`config.mk`:
```
export PLATFORM = sky130hd
export DESIGN_NAME = burst_colgen
export DESIGN_NICKNAME = d
export VERILOG_FILES = /design/src/rtl/colgen_pkg.sv /design/src/rtl/colgen_len_dec.sv /design/src/rtl/colgen_beat_ctr.sv /design/src/rtl/colgen_addr_map.sv /design/src/rtl/burst_colgen.sv
export SDC_FILE = /design/constraint.sdc
export NUM_CORES = 1
export LEC_CHECK = 0
export BUFFER_PORTS_ARGS = -buffer_cell sky130_fd_sc_hd__buf_2
export CORE_MARGIN = 2
export CORE_UTILIZATION = 53
export CTS_BUF_LIST = sky130_fd_sc_hd__clkbuf_8
export CTS_CLUSTER_DIAMETER = 50
export DETAILED_ROUTE_END_ITERATION = 8
export PLACE_DENSITY = 0.82
export SETUP_SLACK_MARGIN = 0.2
export SYNTH_ARGS = -nofsm -noshare
export SYNTH_HDL_FRONTEND = slang
export SYNTH_SLANG_ARGS = --single-unit
```
`constraint.sdc`:
```
create_clock -name clk -period 2.5 [get_ports clk]
set_input_delay 0.125 -clock clk [delete_from_list [all_inputs] [get_ports clk]]
set_output_delay 0.125 -clock clk [all_outputs]
set_load 0.01 [all_outputs]
```
`src/rtl/colgen_pkg.sv`:
```
package colgen_pkg;

  localparam int BEAT_W = 3;
  localparam int LEN_W  = 2;

  typedef enum logic {
    ORD_SEQ   = 1'b0,
    ORD_INTLV = 1'b1
  } order_e;

  typedef struct packed {
    logic             legal;
    logic [LEN_W-1:0] len_log2;
  } len_cfg_t;

  function automatic logic [BEAT_W-1:0] low_mask(input logic [LEN_W-1:0] lg);
    logic [BEAT_W-1:0] m;
    for (int i = 0; i < BEAT_W; i++) begin
      m[i] = (LEN_W'(i) < lg);
    end
    return m;
  endfunction

endpackage

```
`src/rtl/colgen_len_dec.sv`:
```
module colgen_len_dec
  import colgen_pkg::*;
(
  input  logic [2:0] len_code,
  output len_cfg_t   cfg
);

  always_comb begin
    cfg.legal    = 1'b1;
    cfg.len_log2 = '0;
    unique case (len_code)
      3'b001:  cfg.len_log2 = LEN_W'(1);
      3'b010:  cfg.len_log2 = LEN_W'(2);
      3'b011:  cfg.len_log2 = LEN_W'(3);
      default: cfg.legal    = 1'b0;
    endcase
  end

endmodule

```
`src/rtl/colgen_beat_ctr.sv`:
```
module colgen_beat_ctr
  import colgen_pkg::*;
(
  input  logic              clk,
  input  logic              rst_n,
  input  logic              load,
  input  len_cfg_t          cfg,
  input  logic              abort,
  input  logic              advance,
  output logic              valid,
  output logic              last,
  output logic [BEAT_W-1:0] beat,
  output logic [LEN_W-1:0]  len_log2
);

  logic              valid_q, valid_d;
  logic [BEAT_W-1:0] beat_q, beat_d;
  logic [LEN_W-1:0]  len_q, len_d;
  logic              at_end;

  assign at_end = (beat_q == low_mask(len_q));

  always_comb begin
    valid_d = valid_q;
    beat_d  = beat_q;
    len_d   = len_q;
    if (abort) begin
      valid_d = 1'b0;
    end else if (load) begin
      valid_d = cfg.legal;
      beat_d  = '0;
      if (cfg.legal) len_d = cfg.len_log2;
    end else if (advance && valid_q) begin
      if (at_end) valid_d = 1'b0;
      else        beat_d  = beat_q + BEAT_W'(1);
    end
  end

  always_ff @(posedge clk or negedge rst_n) begin
    if (!rst_n) begin
      valid_q <= 1'b0;
      beat_q  <= '0;
      len_q   <= LEN_W'(1);
    end else begin
      valid_q <= valid_d;
      beat_q  <= beat_d;
      len_q   <= len_d;
    end
  end

  assign valid    = valid_q;
  assign last     = valid_q && at_end;
  assign beat     = beat_q;
  assign len_log2 = len_q;

  // a beat index never exceeds the latched length
  p_beat_in_range_r6: assert property (@(posedge clk) disable iff (!rst_n)
    valid_q |-> ((beat_q & ~low_mask(len_q)) == '0));

endmodule

```
`src/rtl/colgen_addr_map.sv`:
```
module colgen_addr_map
  import colgen_pkg::*;
#(
  parameter int COL_W = 9
) (
  input  logic [COL_W-1:0]  base_col,
  input  logic [LEN_W-1:0]  len_log2,
  input  order_e            order,
  input  logic [BEAT_W-1:0] beat,
  output logic [COL_W-1:0]  col
);

  logic [BEAT_W-1:0] mask, start_off, off_seq, off_xor, off_sel, low_bits;

  always_comb begin
    mask      = low_mask(len_log2);
    start_off = base_col[BEAT_W-1:0] & mask;
    off_seq   = (start_off + beat) & mask;
    off_xor   = (start_off ^ beat) & mask;
    off_sel   = (order == ORD_INTLV) ? off_xor : off_seq;
    low_bits  = (base_col[BEAT_W-1:0] & ~mask) | off_sel;
  end

  generate
    if (COL_W > BEAT_W) begin : g_upper
      assign col = {base_col[COL_W-1:BEAT_W], low_bits};
    end else begin : g_narrow
      assign col = low_bits[COL_W-1:0];
    end
  endgenerate

endmodule

```
`src/rtl/burst_colgen.sv`:
```
module burst_colgen
  import colgen_pkg::*;
#(
  parameter int COL_W = 9
) (
  input  logic             clk,
  input  logic             rst_n,
  input  logic             start,
  input  logic [COL_W-1:0] start_col,
  input  logic [2:0]       len_code,
  input  logic             order_sel,
  input  logic             advance,
  input  logic             abort,
  output logic [COL_W-1:0] col_addr,
  output logic             col_valid,
  output logic             col_last,
  output logic             mode_err
);

  len_cfg_t          cfg;
  logic [COL_W-1:0]  base_q, base_d;
  order_e            order_q, order_d;
  logic              err_q, err_d;
  logic              load_en, err_en;
  logic [BEAT_W-1:0] beat;
  logic [LEN_W-1:0]  len_log2;

  colgen_len_dec u_dec (
    .len_code (len_code),
    .cfg      (cfg)
  );

  always_comb begin
    load_en = start && !abort && cfg.legal;
    base_d  = start_col;
    order_d = order_e'(order_sel);
    err_en  = start;
    err_d   = !cfg.legal;
  end

  always_ff @(posedge clk or negedge rst_n) begin
    if (!rst_n) begin
      base_q  <= '0;
      order_q <= ORD_SEQ;
      err_q   <= 1'b0;
    end else begin
      if (load_en) begin
        base_q  <= base_d;
        order_q <= order_d;
      end
      if (err_en) err_q <= err_d;
    end
  end

  colgen_beat_ctr u_ctr (
    .clk      (clk),
    .rst_n    (rst_n),
    .load     (start),
    .cfg      (cfg),
    .abort    (abort),
    .advance  (advance),
    .valid    (col_valid),
    .last     (col_last),
    .beat     (beat),
    .len_log2 (len_log2)
  );

  colgen_addr_map #(.COL_W(COL_W)) u_map (
    .base_col (base_q),
    .len_log2 (len_log2),
    .order    (order_q),
    .beat     (beat),
    .col      (col_addr)
  );

  assign mode_err = err_q;

  p_last_in_burst_r7: assert property (@(posedge clk) disable iff (!rst_n)
    col_last |-> col_valid);

  p_last_ends_r7: assert property (@(posedge clk) disable iff (!rst_n)
    (col_valid && col_last && advance && !start && !abort) |=> !col_valid);

  p_abort_wins_r9: assert property (@(posedge clk) disable iff (!rst_n)
    abort |=> !col_valid);

  p_reserved_quiet_r8: assert property (@(posedge clk) disable iff (!rst_n)
    (start && !abort && !cfg.legal) |=> (mode_err && !col_valid));

  p_hold_r6: assert property (@(posedge clk) disable iff (!rst_n)
    (col_valid && !advance && !start && !abort) |=> (col_valid && $stable(col_addr)));

  generate
    if (COL_W > BEAT_W) begin : g_blk_chk
      p_block_fixed_r5: assert property (@(posedge clk) disable iff (!rst_n)
        (col_valid && !start && !abort) |=>
          (!col_valid || col_addr[COL_W-1:BEAT_W] == $past(col_addr[COL_W-1:BEAT_W])));
    end
  endgenerate

endmodule

```
### After elaboration in Yosys (flattened, before gate mapping)

Cells that the tools add are included.
Widths: inputs -> output; s select.

* multiplexer cells: 10
* order comparisons: 3
* $add $sub $neg: 2
* reduce and logical (&&, ||, !) cells: 13
* bitwise gates (word level): 8
* equal/unequal tests: 5

Operators by type and width (count)
* $and 3x3->3: 4
* $mux 3: 4
* $eq 3x2->1 const B: 2
* $pmux 2 s3: 1
* $reduce_and 3->1: 2
* $reduce_bool 3->1: 2
* $mux 1: 5
* $logic_and 1x1->1: 4
* $lt 1x2->1 const A: 2
* $add 3x1->3 const B: 1
* $add 3x3->3: 1
* $eq 3x1->1 const B: 1
* $eq 3x3->1: 1
* $not 3->3: 1
* $or 3x3->3: 1
* $reduce_or 3->1: 1
* $xor 3x3->3: 1
* $logic_not 1->1: 2
* $lt 2x2->1 const A: 1
* $ne 2x2->1 const B: 1
* $reduce_and 2->1: 1
* $reduce_bool 2->1: 1
* $not 1->1: 1

* register bits after elaboration: 17
* logic and storage cells: 47
* output and inout port bits: 12
* input port bits: 18

### Logic depth before layout (Yosys ltp)

Gate-level depths: netlist (run 1).

* depth in word-level cells: 6
* depth in mapped cells: 9
* depth with buffers taken out: 8

### Hierarchy

A second synthesis (run 1) with hierarchy kept.

* cell total of the unflattened synthesis: 92
* area, all modules: 1067.3 µm²

By module, submodules not included
* burst_colgen: times used 1, sequential area each 275.3 µm², cells each 25, area each 457.9 µm²
* colgen_beat_ctr: times used 1, sequential area each 151.4 µm², cells each 40, area each 381.6 µm²
* colgen_addr_map: times used 1, sequential area each 0.0 µm², cells each 24, area each 200.2 µm²
* colgen_len_dec: times used 1, sequential area each 0.0 µm², cells each 3, area each 27.5 µm²

### Least setup slack after synthesis (run 1)

No wires, ideal clock.

* kind: reg-to-output
* start: register u_ctr.len_q[1], in the netlist u_ctr.len_log2[1]
* end: output col_addr[2]
* setup slack: 0.589 ns
* data required time: 2.375 ns
* stages on the path, launching flop included: 10
* arrival time: 1.786 ns
* buffers on the path: 1
* cell sequence: dfrtp_1 buf_6 nor2_1 nor2b_1 ha_1 fa_1 nor2b_1 xnor2_1 nand3_1 xnor2_1

* word-level cells in the longest chain between the ends: 6
* elaborated cells between the ends (all ways): 12
* classes of those cells: add/sub (1); order compare (3); mux (1); bitwise (7)

RTL lines
* start: declaration: RTL line colgen_beat_ctr.sv:18 `logic [LEN_W-1:0] len_q, len_d;`
* start signal: assignment: RTL line colgen_beat_ctr.sv:47 `len_q <= len_d;`
* $lt 1x2->1 / $lt 2x2->1 (equally long branches): RTL line colgen_pkg.sv:19 `m[i] = (LEN_W'(i) < lg);`
* $and 3x3->3: RTL line colgen_addr_map.sv:17 `start_off = base_col[BEAT_W-1:0] & mask;`
* $add 3x3->3 / $xor 3x3->3 (equally long branches): RTL line colgen_addr_map.sv:18, colgen_addr_map.sv:19
* $and 3x3->3 (on tied branches): RTL line colgen_addr_map.sv:18, colgen_addr_map.sv:19
* $mux 3: RTL line colgen_addr_map.sv:20 `off_sel = (order == ORD_INTLV) ? off_xor : off_seq;`
* $or 3x3->3 (*): RTL line colgen_addr_map.sv:21 `low_bits = (base_col[BEAT_W-1:0] & ~mask) | off_sel;`
* end: declaration: RTL line burst_colgen.sv:14 `output logic [COL_W-1:0] col_addr,`

Every way passes the cells marked *; elsewhere a longest branch is shown, timed or not.

### Worst setup path in the final report (run 1)

Same ends and word-level chain as after synthesis.

==> flow_metrics.env, run 1 <==
export IMPL_drt_total_wl_um=1910
export IMPL_clockRootBuffer="clkbuf_8"
export IMPL_via_per_inst=5.27
export IMPL_reg2reg_from="u_ctr.len_log2[1]"
export IMPL_regArea_um2=428
export IMPL_worstHoldStart="start_col[1]"
export IMPL_cts_sinks=17
export IMPL_die_area_um2=2290
export IMPL_fmax_ghz=0.451
export IMPL_period_needed_ns=2.22
export IMPL_synth_ff_type="dfrtp_1"
export IMPL_grt_use_total_pct=19.6
export IMPL_antenna_found_initial=0
export IMPL_min_path_type="in2reg"
export IMPL_synth_top_cell_by_area="dfrtp_1"
export IMPL_grt_max_degree=18
export IMPL_final_hold_viol_count=0
export IMPL_crit_slowest_cell="dfrtp_2"
export IMPL_leakage_nw=0.559
export IMPL_row_count=15
export IMPL_multiInputGateArea_um2=522
export IMPL_dr_pass1_iters=4
export IMPL_place_hpwl_um=1420
export IMPL_cp_start_kind="flop"
export IMPL_timing_max_cap_violations=0
export IMPL_clock_path_buffers=2
export IMPL_synthMostInstantiatedCell="dfrtp_1"
export IMPL_overflow=0
export IMPL_synth_yosys_seq_area_share_pct=41.8
export IMPL_postRouteAntennaNets=0
export IMPL_ir_worst_vdd_mv=0.499
export IMPL_die_h_um=47.9
export IMPL_wire_per_inst_um=13.6
export IMPL_crit_type="reg2out"
export IMPL_hold_depth=2
export IMPL_initial_core_util_pct=57.9
export IMPL_reg2reg_slack_ns=0.67
export IMPL_area_growth_pct=19.0
export IMPL_slew_headroom_pct=44.4
export IMPL_port_buffers=29
export IMPL_synth_cell_types=31
export IMPL_tns_ns=0
export IMPL_ys_ff_latch=17
export IMPL_status="finished clean"
export IMPL_holdWs_ns=0.101
export IMPL_netlist_instances=88
export IMPL_critPathMaxFanout=6
export IMPL_reg2reg_to="u_ctr.valid"
export IMPL_core_um2=1760
export IMPL_place_congestion=0.777
export IMPL_syn_area_per_cell_um2=11.6
export IMPL_cts_buffers_inserted=3
export IMPL_nNetsFinal=139
export IMPL_drt_iter0_markers=5
export IMPL_worst_slew_pin_slew_ns=0.830
export IMPL_cts_tree="yes"
export IMPL_ys_top_cells_by_count="dfrtp_1, mux2_2, nor2_1"
export IMPL_powerDensity_nw_per_um2=715
export IMPL_htreeDepth=1
export IMPL_synth_top_cell_area_share_pct=39.2
export IMPL_netlist_area_um2=1020
export IMPL_fin_crit_sh_pct=88.8
export IMPL_clk_pin_slew_ns=0.06
export IMPL_vias=743
export IMPL_syn_nets=110
export IMPL_clk_insertion_delay_late_ns=0.25
export IMPL_drive_gt1_share_pct=50.9
export IMPL_slowest_delay_ns=0.45
export IMPL_fillers=141
export IMPL_critical_path_cell_chain="nor2_4, nor2b_1, ha_1, fa_1, nor2b_1, xnor2_1, nand3_1, xnor2_1, buf_2"
export IMPL_ios=30
export IMPL_rsz0062_at_grt="no"
export IMPL_ys_warn_count=0
export IMPL_synth_edf_count=0
export IMPL_die_width_um=47.9
export IMPL_total_power_w=0.000868
export IMPL_arrival_ns=2.09
export IMPL_grt_pass1_vias=721
export IMPL_fin_util_pct=68.9
export IMPL_finalSetupViolations=0
export IMPL_maxSlewViolCount=0
export IMPL_clock_skew_ns=0.00214
export IMPL_min_to="base_q[1]"
export IMPL_route_detailed_drc=0
export IMPL_endpoint_kind="output port"
export IMPL_required_ns=2.38
export IMPL_rr_worst_depth=5
export IMPL_diodes=0
export IMPL_async_reset_ff_share_pct=100
export IMPL_synth_area_top_cells="dfrtp_1, mux2_2, o311ai_2"
export IMPL_grt_pass1_wl_um=3090
## worst max-delay path, delay by kind of cell (launching register included)
family | cells | cell delay [ns]
and+or+nand+nor | 4 | 0.45
xor gates and xnor gates | 2 | 0.27
DFF | 1 | 0.45
buffers and inverters | 1 | 0.14
adders and majority gates | 2 | 0.54
## stage by stage
step	setup slack [ns]	instance area (µm²)	cells
after detailed placement	0.445	1140	134
after global placement	0.537	1140	134
after global routing	0.205	1210	141
after CTS	0.229	1190	139
final	0.281	1210	141
after floorplan	0.589	1020	88
## repair_timing
item                                    CTS  global route
resized for setup                         2             1
hold buffers                              1             0
endpoints found under the hold margin    16             0
setup buffers                             0             2
pin swaps                                 0             0
endpoints found under the setup margin    1             1
## worst max-delay path by stage
stage / cells past startpoint / end / slack, ns / start
floorplan: 9 / col_addr[2] / 0.59 / u_ctr.len_log2[1]
global placement: 9 / col_addr[2] / 0.54 / u_ctr.len_log2[1]
detailed placement: 9 / col_addr[2] / 0.44 / u_ctr.len_log2[1]
CTS: 9 / col_addr[2] / 0.23 / u_ctr.len_log2[1]
global route: 9 / col_addr[2] / 0.21 / u_ctr.len_log2[1]
finish: 9 / col_addr[2] / 0.28 / u_ctr.len_log2[1]
## layout make-up
type                            instances  share of cell area (%)
Multi-Input combinational cell         58                    42.9
Sequential cell                        17                    35.2
Timing Repair Buffer                   32                    14.0
Clock buffer                            3                    3.40
Tap cell                               25                    2.57
Inverter                                5                    1.54
Clock inverter                          1                   0.309
## cell families after synthesis
group	count (synthesis)	share of synthesized area [%]
compound gates	12	12.0
simple gates	27	17.0
xor+xnor	3	2.57
fa+ha+maj	4	5.64
buf+inv	13	7.84
flops	17	41.8
mux	12	13.1
## power breakdown
| group | switching, W | internal, W |
|---|---|---|
| registers | 0.0000596 | 0.000332 |
| clock network | 0.0000912 | 0.000109 |
| logic | 0.000129 | 0.000148 |
## placed cells by master (no fill, tap or decap), types with 2 or more instances in the layout
cell type,n
inv_1,6
or3_2,2
buf_4,2
ha_1,3
nor2_1,7
clkbuf_8,3
mux2_2,11
buf_2,29
nand3_1,3
nand2_1,4
nor2b_1,2
o311ai_2,3
xnor2_1,2
o21ai_0,2
nand3b_1,3
a21oi_1,2
dfrtp_1,15
## sequential cells by signal (all words and copies together), names as in the netlist
register,count
u_ctr.valid,1
u_ctr.len_log2,2
base_q,9
u_ctr.beat,3
mode_err,1
order_q,1
## routing by layer
layer / up-vias / global-route usage (%) / wire (µm)
li1: 360 / - / -
met4: 0 / 6.49 / 22
met1: 360 / 25.1 / 832
met3: 4 / 4.53 / 86
met2: 19 / 32.5 / 971
met5: - / 0 / 0
Power figures use the tool's default switching activity.
==> run 2, diff against run 1 <==
Settings changed: CORE_UTILIZATION 53 to 50, CTS_BUF_LIST sky130_fd_sc_hd__clkbuf_8 to default, PLACE_DENSITY 0.82 to 0.78, SLEW_MARGIN from default to 0.
==> run 2 against run 1 <==
  * Non-clock buffer count increased by 3
  * Setup slack got worse by 0.011 ns
  * Total power decreased by 2.0%
  * Maximum frequency decreased by 0.51%
  * Wire length increased by 11%
  * Critical path type unchanged
  * Highest routed layer unchanged
==> flow_metrics.env, run 2 (synthesis gave the netlist of run 1 again) <==
export IMPL_endpoint_kind="output port"
export IMPL_dr_pass1_iters=4
export IMPL_arrival_ns=2.11
export IMPL_clk_insertion_delay_late_ns=0.29
export IMPL_multiInputGateArea_um2=558
export IMPL_clk_pin_slew_ns=0.10
export IMPL_timing_max_cap_violations=0
export IMPL_layout_commonest_cell="buf_2"
export IMPL_fin_util_pct=64.8
export IMPL_worstHoldStart="start_col[4]"
export IMPL_grt_pass1_wl_um=3770
export IMPL_startpoint="u_ctr.len_log2[1]"
export IMPL_ios=30
export IMPL_htreeDepth=1
export IMPL_clock_path_buffers=2
export IMPL_min_path_type="in2reg"
export IMPL_die_width_um=49.2
export IMPL_crit_type="reg2out"
export IMPL_largest_register="base_q"
export IMPL_worst_slew_pin_slew_ns=0.826
export IMPL_route_detailed_drc=0
export IMPL_die_area_um2=2420
export IMPL_via_per_inst=5.33
export IMPL_core_um2=1940
export IMPL_largest_reg_flops=9
export IMPL_critPathMaxFanout=3
export IMPL_tns_ns=0
export IMPL_wire_per_inst_um=14.5
export IMPL_drive_gt1_share_pct=58.8
export IMPL_final_cell_mix="buf_2, dfrtp_1, mux2_2, nor2_1"
export IMPL_nNetsFinal=142
export IMPL_cp_start_kind="flop"
export IMPL_period_needed_ns=2.23
export IMPL_cts_buffers_inserted=3
export IMPL_reg2reg_slack_ns=0.52
export IMPL_port_buffers=29
export IMPL_rsz0062_at_grt="yes"
export IMPL_leakage_nw=0.576
export IMPL_place_congestion=0.711
export IMPL_grt_max_degree=18
export IMPL_regArea_um2=428
export IMPL_grt_pass1_vias=848
export IMPL_cts_sinks=17
export IMPL_antenna_found_initial=0
export IMPL_clock_skew_ns=0.00170
export IMPL_drt_iter0_markers=7
export IMPL_grt_use_total_pct=21.2
export IMPL_cts_tree="yes"
export IMPL_finalSetupViolations=0
export IMPL_overflow=0
export IMPL_place_hpwl_um=1520
export IMPL_fmax_ghz=0.448
export IMPL_initial_core_util_pct=52.6
export IMPL_die_h_um=49.2
export IMPL_area_growth_pct=23.3
export IMPL_drt_total_wl_um=2120
export IMPL_row_count=16
export IMPL_maxSlewViolCount=0
export IMPL_status="finished clean"
export IMPL_required_ns=2.38
export IMPL_place_inst=136
export IMPL_fillers=160
export IMPL_reg2reg_from="u_ctr.len_log2[1]"
export IMPL_diodes=0
export IMPL_powerDensity_nw_per_um2=676
export IMPL_fin_crit_sh_pct=89.2
export IMPL_ir_worst_vdd_mv=0.601
export IMPL_postRouteAntennaNets=0
export IMPL_final_hold_viol_count=0
export IMPL_clockRootBuffer="clkbuf_4"
export IMPL_stdcell_count=146
export IMPL_slew_headroom_pct=44.7
export IMPL_vias=778
-- run 2: cell types whose count changed in the layout (fill, tap and decap cells not counted), sizes merged --
cell,change
buf,+3
clkinv,+1
inv,-1
-- run 2: repair_timing --
item,in CTS,in global routing
hold buffers,1,0
buffers inserted,5,0
setup endpoints to repair,1,1
gates cloned,0,0
hold endpoints to repair,16,0
pin swaps,4,3
gates resized for setup,8,4
-- run 2: power by group --
part | leakage [nW] | total, W | internal, W | switching [W]
Combinational | 0.353 | 0.000313 | 0.000169 | 0.000144
Clock | 0.0177 | 0.000146 | 0.0000595 | 0.0000869
Sequential | 0.205 | 0.000392 | 0.000331 | 0.0000611
Total | 0.576 | 0.000851 | 0.000559 | 0.000292
-- run 2: path summary, 6_finish.rpt --
| check | end | depth (start not counted) |
|---|---|---|
| max | col_addr[2] | 8 |
| max in group asynchronous | u_ctr.len_log2[0] | 2 |
| min in group asynchronous | base_q[2] | 2 |
| min reg2reg | base_q[8] | 1 |
| max reg2reg | u_ctr.beat[2] | 6 |
| min | base_q[4] | 2 |
-- run 2: per-stage QoR --
stage / hold slack [ns] / setup WS, ns / total power (W) / instance area (µm²)
final: 0.0578 / 0.269 / 0.000851 / 1260
after floorplan: -0.171 / 0.589 / 0.000595 / 1020
after detailed placement: 0.0703 / 0.357 / 0.000662 / 1140
after global placement: 0.0604 / 0.506 / 0.000643 / 1140
after global routing: 0.0437 / 0.178 / 0.000913 / 1260
after CTS: 0.0458 / 0.211 / 0.000848 / 1240
-- run 2: area by class of cell --
type	count	area share, %
Clock buffer	3	1.79
Clock inverter	1	0.398
Inverter	5	1.49
Multi-Input combinational cell	58	44.3
Sequential cell	17	34.0
Tap cell	27	2.68
Timing Repair Buffer	35	15.3
-- run 2: routing by layer --
layer	up-vias	part of all wire (%)	global-route usage [%]
met3	10	5.4	5.21
li1	366	-	-
met2	28	52	36.3
met1	374	38	22.8
met4	0	4.5	14.8
met5	-	0	0
-- run 2: critical path, stage by stage, from the launching register on --
cell and delay, ns:
dfrtp_2 0.45, buf_4 0.15, and2_4 0.16, fa_2 0.35, nor2b_4 0.14, xnor2_2 0.14
nand3_2 0.12, xnor2_2 0.14, buf_2 0.15
